--- config.mk ---
export PLATFORM = sky130hd
export DESIGN_NAME = tick_timer
export DESIGN_NICKNAME = d
export VERILOG_FILES = /design/src/rtl/tick_timer_pkg.sv /design/src/rtl/tt_prescaler.sv /design/src/rtl/tt_regs.sv /design/src/rtl/tt_counter.sv /design/src/rtl/tick_timer.sv
export SDC_FILE = /design/constraint.sdc
export NUM_CORES = 1
export LEC_CHECK = 0
export BUFFER_PORTS_ARGS = -buffer_cell sky130_fd_sc_hd__buf_4
export CAP_MARGIN = 30
export CORE_MARGIN = 5
export CORE_UTILIZATION = 60
export DETAILED_ROUTE_END_ITERATION = 16
export GPL_TIMING_DRIVEN = 0
export HOLD_SLACK_MARGIN = 0.03
export PLACE_DENSITY_LB_ADDON = 0.3
export SLEW_MARGIN = 20
export SYNTH_ARGS = -nofsm -noshare
export SYNTH_HDL_FRONTEND = slang
export SYNTH_SLANG_ARGS = --single-unit
--- constraint.sdc ---
create_clock -name clk -period 6.2 [get_ports clk]
set_clock_uncertainty 0.1 [all_clocks]
set_input_delay 0.31 -clock clk [delete_from_list [all_inputs] [get_ports clk]]
set_output_delay 0.31 -clock clk [all_outputs]
set_load 0.01 [all_outputs]
--- src/rtl/tick_timer_pkg.sv ---
package tick_timer_pkg;

  localparam int RLD_W  = 16;
  localparam int CNT_W  = RLD_W + 1;
  localparam int ADDR_W = 8;
  localparam int DATA_W = 8;

  localparam logic [ADDR_W-1:0] ADR_CTRL   = 8'h10;
  localparam logic [ADDR_W-1:0] ADR_RLD_LO = 8'h12;
  localparam logic [ADDR_W-1:0] ADR_RLD_HI = 8'h13;
  localparam logic [ADDR_W-1:0] ADR_PCLR   = 8'h20;

  localparam int BIT_BUSY = 7;
  localparam int BIT_RUN  = 3;
  localparam int BIT_IEN  = 2;
  localparam int BIT_FLAG = 1;
  localparam int BIT_RPT  = 0;

  // Number of prescaler steps that one reload value stands for.
  function automatic logic [CNT_W-1:0] reload_span(input logic [RLD_W-1:0] r);
    if (r == '0) reload_span = {1'b1, {RLD_W{1'b0}}};
    else         reload_span = {1'b0, r};
  endfunction

  // Reload value for an event rate of 2^k Hz on a 32768 Hz base.
  function automatic logic [RLD_W-1:0] rate_reload(input int unsigned k);
    rate_reload = 16'h8000 >> k;
  endfunction

  // Next counter value for one prescaler step.
  function automatic logic [CNT_W-1:0] step_count(input logic [CNT_W-1:0] c,
                                                   input logic rpt,
                                                   input logic [RLD_W-1:0] r);
    if (c == CNT_W'(1)) step_count = rpt ? reload_span(r) : '0;
    else                step_count = c - CNT_W'(1);
  endfunction

endpackage

--- src/rtl/tt_prescaler.sv ---
module tt_prescaler #(
  parameter int DIV = 32
) (
  input  logic clk,
  input  logic rst_n,
  input  logic clr,
  output logic tick
);
  localparam int PW = $clog2(DIV) + 1;
  localparam logic [PW-1:0] LAST = PW'(DIV - 1);

  logic [PW-1:0] presc;

  assign tick = !clr && (presc == LAST);

  always_ff @(posedge clk or negedge rst_n) begin
    if (!rst_n)               presc <= '0;
    else if (clr)             presc <= '0;
    else if (presc == LAST)   presc <= '0;
    else                      presc <= presc + PW'(1);
  end
endmodule

--- src/rtl/tt_regs.sv ---
module tt_regs
  import tick_timer_pkg::*;
(
  input  logic              clk,
  input  logic              rst_n,
  input  logic              wr_en,
  input  logic [ADDR_W-1:0] addr,
  input  logic [DATA_W-1:0] wr_data,
  input  logic              expire,
  output logic              run,
  output logic              ien,
  output logic              flag,
  output logic              rpt,
  output logic [RLD_W-1:0]  reload,
  output logic              ctrl_wr,
  output logic              load
);
  logic lo_wr, hi_wr;

  assign ctrl_wr = wr_en && (addr == ADR_CTRL);
  assign lo_wr   = wr_en && (addr == ADR_RLD_LO);
  assign hi_wr   = wr_en && (addr == ADR_RLD_HI);
  assign load    = ctrl_wr && wr_data[BIT_RUN] && !run;

  always_ff @(posedge clk or negedge rst_n) begin
    if (!rst_n) begin
      run <= 1'b0;
      ien <= 1'b0;
      rpt <= 1'b0;
    end else begin
      if (expire && !rpt) run <= 1'b0;
      else if (ctrl_wr)   run <= wr_data[BIT_RUN];
      if (ctrl_wr) begin
        ien <= wr_data[BIT_IEN];
        rpt <= wr_data[BIT_RPT];
      end
    end
  end

  always_ff @(posedge clk or negedge rst_n) begin
    if (!rst_n)                            flag <= 1'b0;
    else if (expire)                       flag <= 1'b1;
    else if (ctrl_wr && wr_data[BIT_FLAG]) flag <= 1'b0;
  end

  always_ff @(posedge clk or negedge rst_n) begin
    if (!rst_n) begin
      reload <= '0;
    end else begin
      if (lo_wr) reload[7:0]  <= wr_data;
      if (hi_wr) reload[15:8] <= wr_data;
    end
  end
endmodule

--- src/rtl/tt_counter.sv ---
module tt_counter
  import tick_timer_pkg::*;
(
  input  logic             clk,
  input  logic             rst_n,
  input  logic             run,
  input  logic             tick,
  input  logic             load,
  input  logic             rpt,
  input  logic [RLD_W-1:0] reload,
  output logic             expire,
  output logic [CNT_W-1:0] cnt
);
  assign expire = run && tick && !load && (cnt == CNT_W'(1));

  always_ff @(posedge clk or negedge rst_n) begin
    if (!rst_n)           cnt <= '0;
    else if (load)        cnt <= reload_span(reload);
    else if (run && tick) cnt <= step_count(cnt, rpt, reload);
  end
endmodule

--- src/rtl/tick_timer.sv ---
module tick_timer
  import tick_timer_pkg::*;
#(
  parameter int PRESC_DIV = 32
) (
  input  logic              clk,
  input  logic              rst_n,
  input  logic              wr_en,
  input  logic [ADDR_W-1:0] addr,
  input  logic [DATA_W-1:0] wr_data,
  output logic [DATA_W-1:0] rd_data,
  output logic              irq
);
  logic             tick, expire, load, ctrl_wr, pclr_wr;
  logic             run, ien, flag, rpt;
  logic             busy;
  logic [RLD_W-1:0] reload;
  logic [CNT_W-1:0] cnt;

  assign pclr_wr = wr_en && (addr == ADR_PCLR);
  assign busy    = 1'b0;

  tt_prescaler #(.DIV(PRESC_DIV)) u_presc (
    .clk(clk), .rst_n(rst_n), .clr(pclr_wr), .tick(tick)
  );

  tt_regs u_regs (
    .clk(clk), .rst_n(rst_n), .wr_en(wr_en), .addr(addr), .wr_data(wr_data),
    .expire(expire), .run(run), .ien(ien), .flag(flag), .rpt(rpt),
    .reload(reload), .ctrl_wr(ctrl_wr), .load(load)
  );

  tt_counter u_cnt (
    .clk(clk), .rst_n(rst_n), .run(run), .tick(tick), .load(load),
    .rpt(rpt), .reload(reload), .expire(expire), .cnt(cnt)
  );

  always_comb begin
    rd_data = '0;
    case (addr)
      ADR_CTRL: begin
        rd_data[BIT_BUSY] = busy;
        rd_data[BIT_RUN]  = run;
        rd_data[BIT_IEN]  = ien;
        rd_data[BIT_FLAG] = flag;
        rd_data[BIT_RPT]  = rpt;
      end
      ADR_RLD_LO: rd_data = reload[7:0];
      ADR_RLD_HI: rd_data = reload[15:8];
      default:    rd_data = '0;
    endcase
  end

  assign irq = flag && ien;
endmodule

==> results.yml <==
status:
  status: "completed"
place:
  dpl_cell_area_um2: 2754
  io_buffers: 26
  place.gp.congestion: 1.026
  hpwl_um: 4492
drt:
  vias: 2106
  wirelength_um: 5851
  drtIter0Drc: 217
  remaining_drc_errors: 0
  drtAntennaViolNets: 0
  route.detailed.wl_per_inst_um: 17.16
  via_per_inst: 6.176
  drt_pre_antenna_iters: 4
floorplanning:
  dieWidth_um: 74.50
  initial_core_util_pct: 61.96
  rows: 23
  core_um2: 4029
  ioPinCount: 28
  fp.dieH_um: 74.50
  dieArea_um2: 5550
synth:
  synth.largest_area_cell: "dfrtp_1"
  avgSynthCellArea_um2: 9.751
  netlist_instances: 256
  synthArstFlopShare_pct: 100.0
  syn_area_um2: 2496
  synth_top_area_share_pct: 43.11
  yosys_warnings: 0
  ys_ff_latch: 43
  synthTopCellsByCount: "dfrtp_1 (43), nor2_1 (34), nand2_1 (27)"
  synth_area_leaders: "dfrtp_1 (43%), mux2_2 (6.3%), nor2_1 (5.1%)"
  ys_seq_area_share_pct: 43.11
  yosysUniqueCellTypes: 56
  synth_nets: 278
  synth_most_common_cell: "dfrtp_1"
  synth_edf_count: 0
  ys.flop_type: "dfrtp_1"
pwr:
  finalPower_w: 0.0005995
  ir_drop_mv: 0.1753
  power_density_nw_per_um2: 210.4
  power_leakage_nw: 1.310
run:
  maxCapViolCount: 0
setup_path:
  end_kind: "flip-flop"
  cp_top_family: "simple AND/OR/NAND/NOR gates"
  crit_slowest_cell: "or4b_4"
  cp_slowest_stage_delay_ps: 510
  crit_type: "reg -> reg"
  crit_buf_inv: 1
  cp-start-kind: "flip-flop"
  path_cells: "inv_1 -> ha_1 -> or4b_4 -> or3_4 -> or3_1 -> a21o_1 -> nand2_1 -> nand3_2"
  cp.arrival_ps: 2630
  cp_max_fo: 4
  required_ps: 6290
layout:
  diodes: 0
  finish.instance_area_um2: 2849
  syn2layout_area_growth_pct: 14.14
  drive_gt1_share_pct: 22.68
  final_util_pct: 70.71
  nets: 312
grt:
  antenna_found_initial: 0
  grt-ovfl-total: 0
  grt_pass1_wl_um: 10070
  grt_pass1_vias: 2049
  track_usage_pct: 24.14
  grt_start_max_net_pins: 44
sta:
  finalSetupViolCount: 0
  rsz0062_at_grt: "no"
  maxSlewHeadroom_pct: 52.69
  worstMarginPinSlew_ps: 709.6
  fin_crit_ps: 2543
  drv_slew: 0
  finalSetupTns_ps: 0
  hold_viol: 0
  timing.final.crit_share_pct: 41.01
  fmax_mhz: 393.3
clocking:
  cts_tree: "yes"
  clock_latency_ps: 300
  cts_resized: 0
  cts_hold_buf: 1
  path_clk_slew_ps: 80
  htree_levels: 2
  cts_root_buf: "clkbuf_8"
  clk_path_buf_depth: 2
  cts_made_buffers: 5
  postCtsSetupBuffers: 0
  cts_sinks: 43
hold_path:
  hp-class: "in -> reg"
## cells by family after synthesis
family	synth area share (%)
AO/OA/AOI/OAI	13.43
XOR/XNOR	1.404
adder cells (fa/ha/maj)	1.504
buffers and inverters	2.305
flip-flops	43.11
AND/OR/NAND/NOR	25.91
multiplexers	12.33
## cell type report
type / instances / area, um2
repair buffers: 27 / 205.2
flip-flops and latches: 43 / 1076
inverters: 5 / 18.77
plain buffers: 7 / 38.79
clock inverters: 2 / 12.51
fillers: 314 / 1180
clock buffers: 6 / 72.57
well taps: 50 / 62.56
multi-input cells: 201 / 1363
## final timing paths
kind / startpoint / endpoint / slack, ps / depth (start not counted)
max in group asynchronous: rst_n / u_cnt.cnt[0]$_DFFE_PN0P_ / 5200 / 2
worst max register to register: u_cnt.cnt[0]$_DFFE_PN0P_ / u_cnt.cnt[14]$_DFFE_PN0P_ / 3660 / 8
worst max-delay path: u_cnt.cnt[0]$_DFFE_PN0P_ / u_cnt.cnt[14]$_DFFE_PN0P_ / 3660 / 8
worst min-delay path: wr_data[6] / u_regs.reload[6]$_DFFE_PN0P_ / 140 / 2
min in group asynchronous: rst_n / u_regs.ien$_DFFE_PN0N_ / 440 / 2
worst min register to register: u_presc.presc[0]$_DFF_PN0_ / u_presc.presc[0]$_DFF_PN0_ / 370 / 1
## metrics by stage
stage | hold slack, ps | worst slack [ps] | instances
after floorplan | -85.59 | 3871 | 256
after global placement | 225.8 | 3692 | 332
after detailed placement | 229.4 | 3685 | 332
after CTS | 131.8 | 3660 | 341
after global routing | 137.8 | 3535 | 341
final | 135.6 | 3657 | 341
## registers in the layout, summed over array words and instances, names as in the netlist
signal	flops
u_cnt.cnt	17
u_regs.reload	16
u_presc.presc	6
u_regs.flag	1
u_regs.ien	1
u_regs.rpt	1
u_regs.run	1
## placed cells by master, fill, tap and decap left out, types with 3 or more instances in the layout
cell / n
mux2_2: 14
a22oi_1: 7
o211ai_1: 5
nand3_1: 16
clkbuf_8: 5
inv_1: 4
nor3_1: 5
a21oi_1: 7
buf_2: 4
nand4_1: 3
mux2i_1: 6
nor2_1: 34
and4_1: 4
o21ai_0: 3
nor4_1: 6
o21ai_1: 12
buf_4: 26
nand2_1: 27
ha_1: 3
or3_1: 3
mux2_1: 8
dfrtp_1: 43
## metal layers
metal	routed length (um)	GRT usage, %
met1	2637	33.51
met2	2799	37.95
met3	311	5.135
met4	102	7.708
met5	0	0
## report_power, final
part	switching [W]	internal, W
Combinational	0.0000484	0.0000459
Clock	0.0000949	0.0000787
Sequential	0.0000255	0.000306
Power figures use the tool's default switching activity.
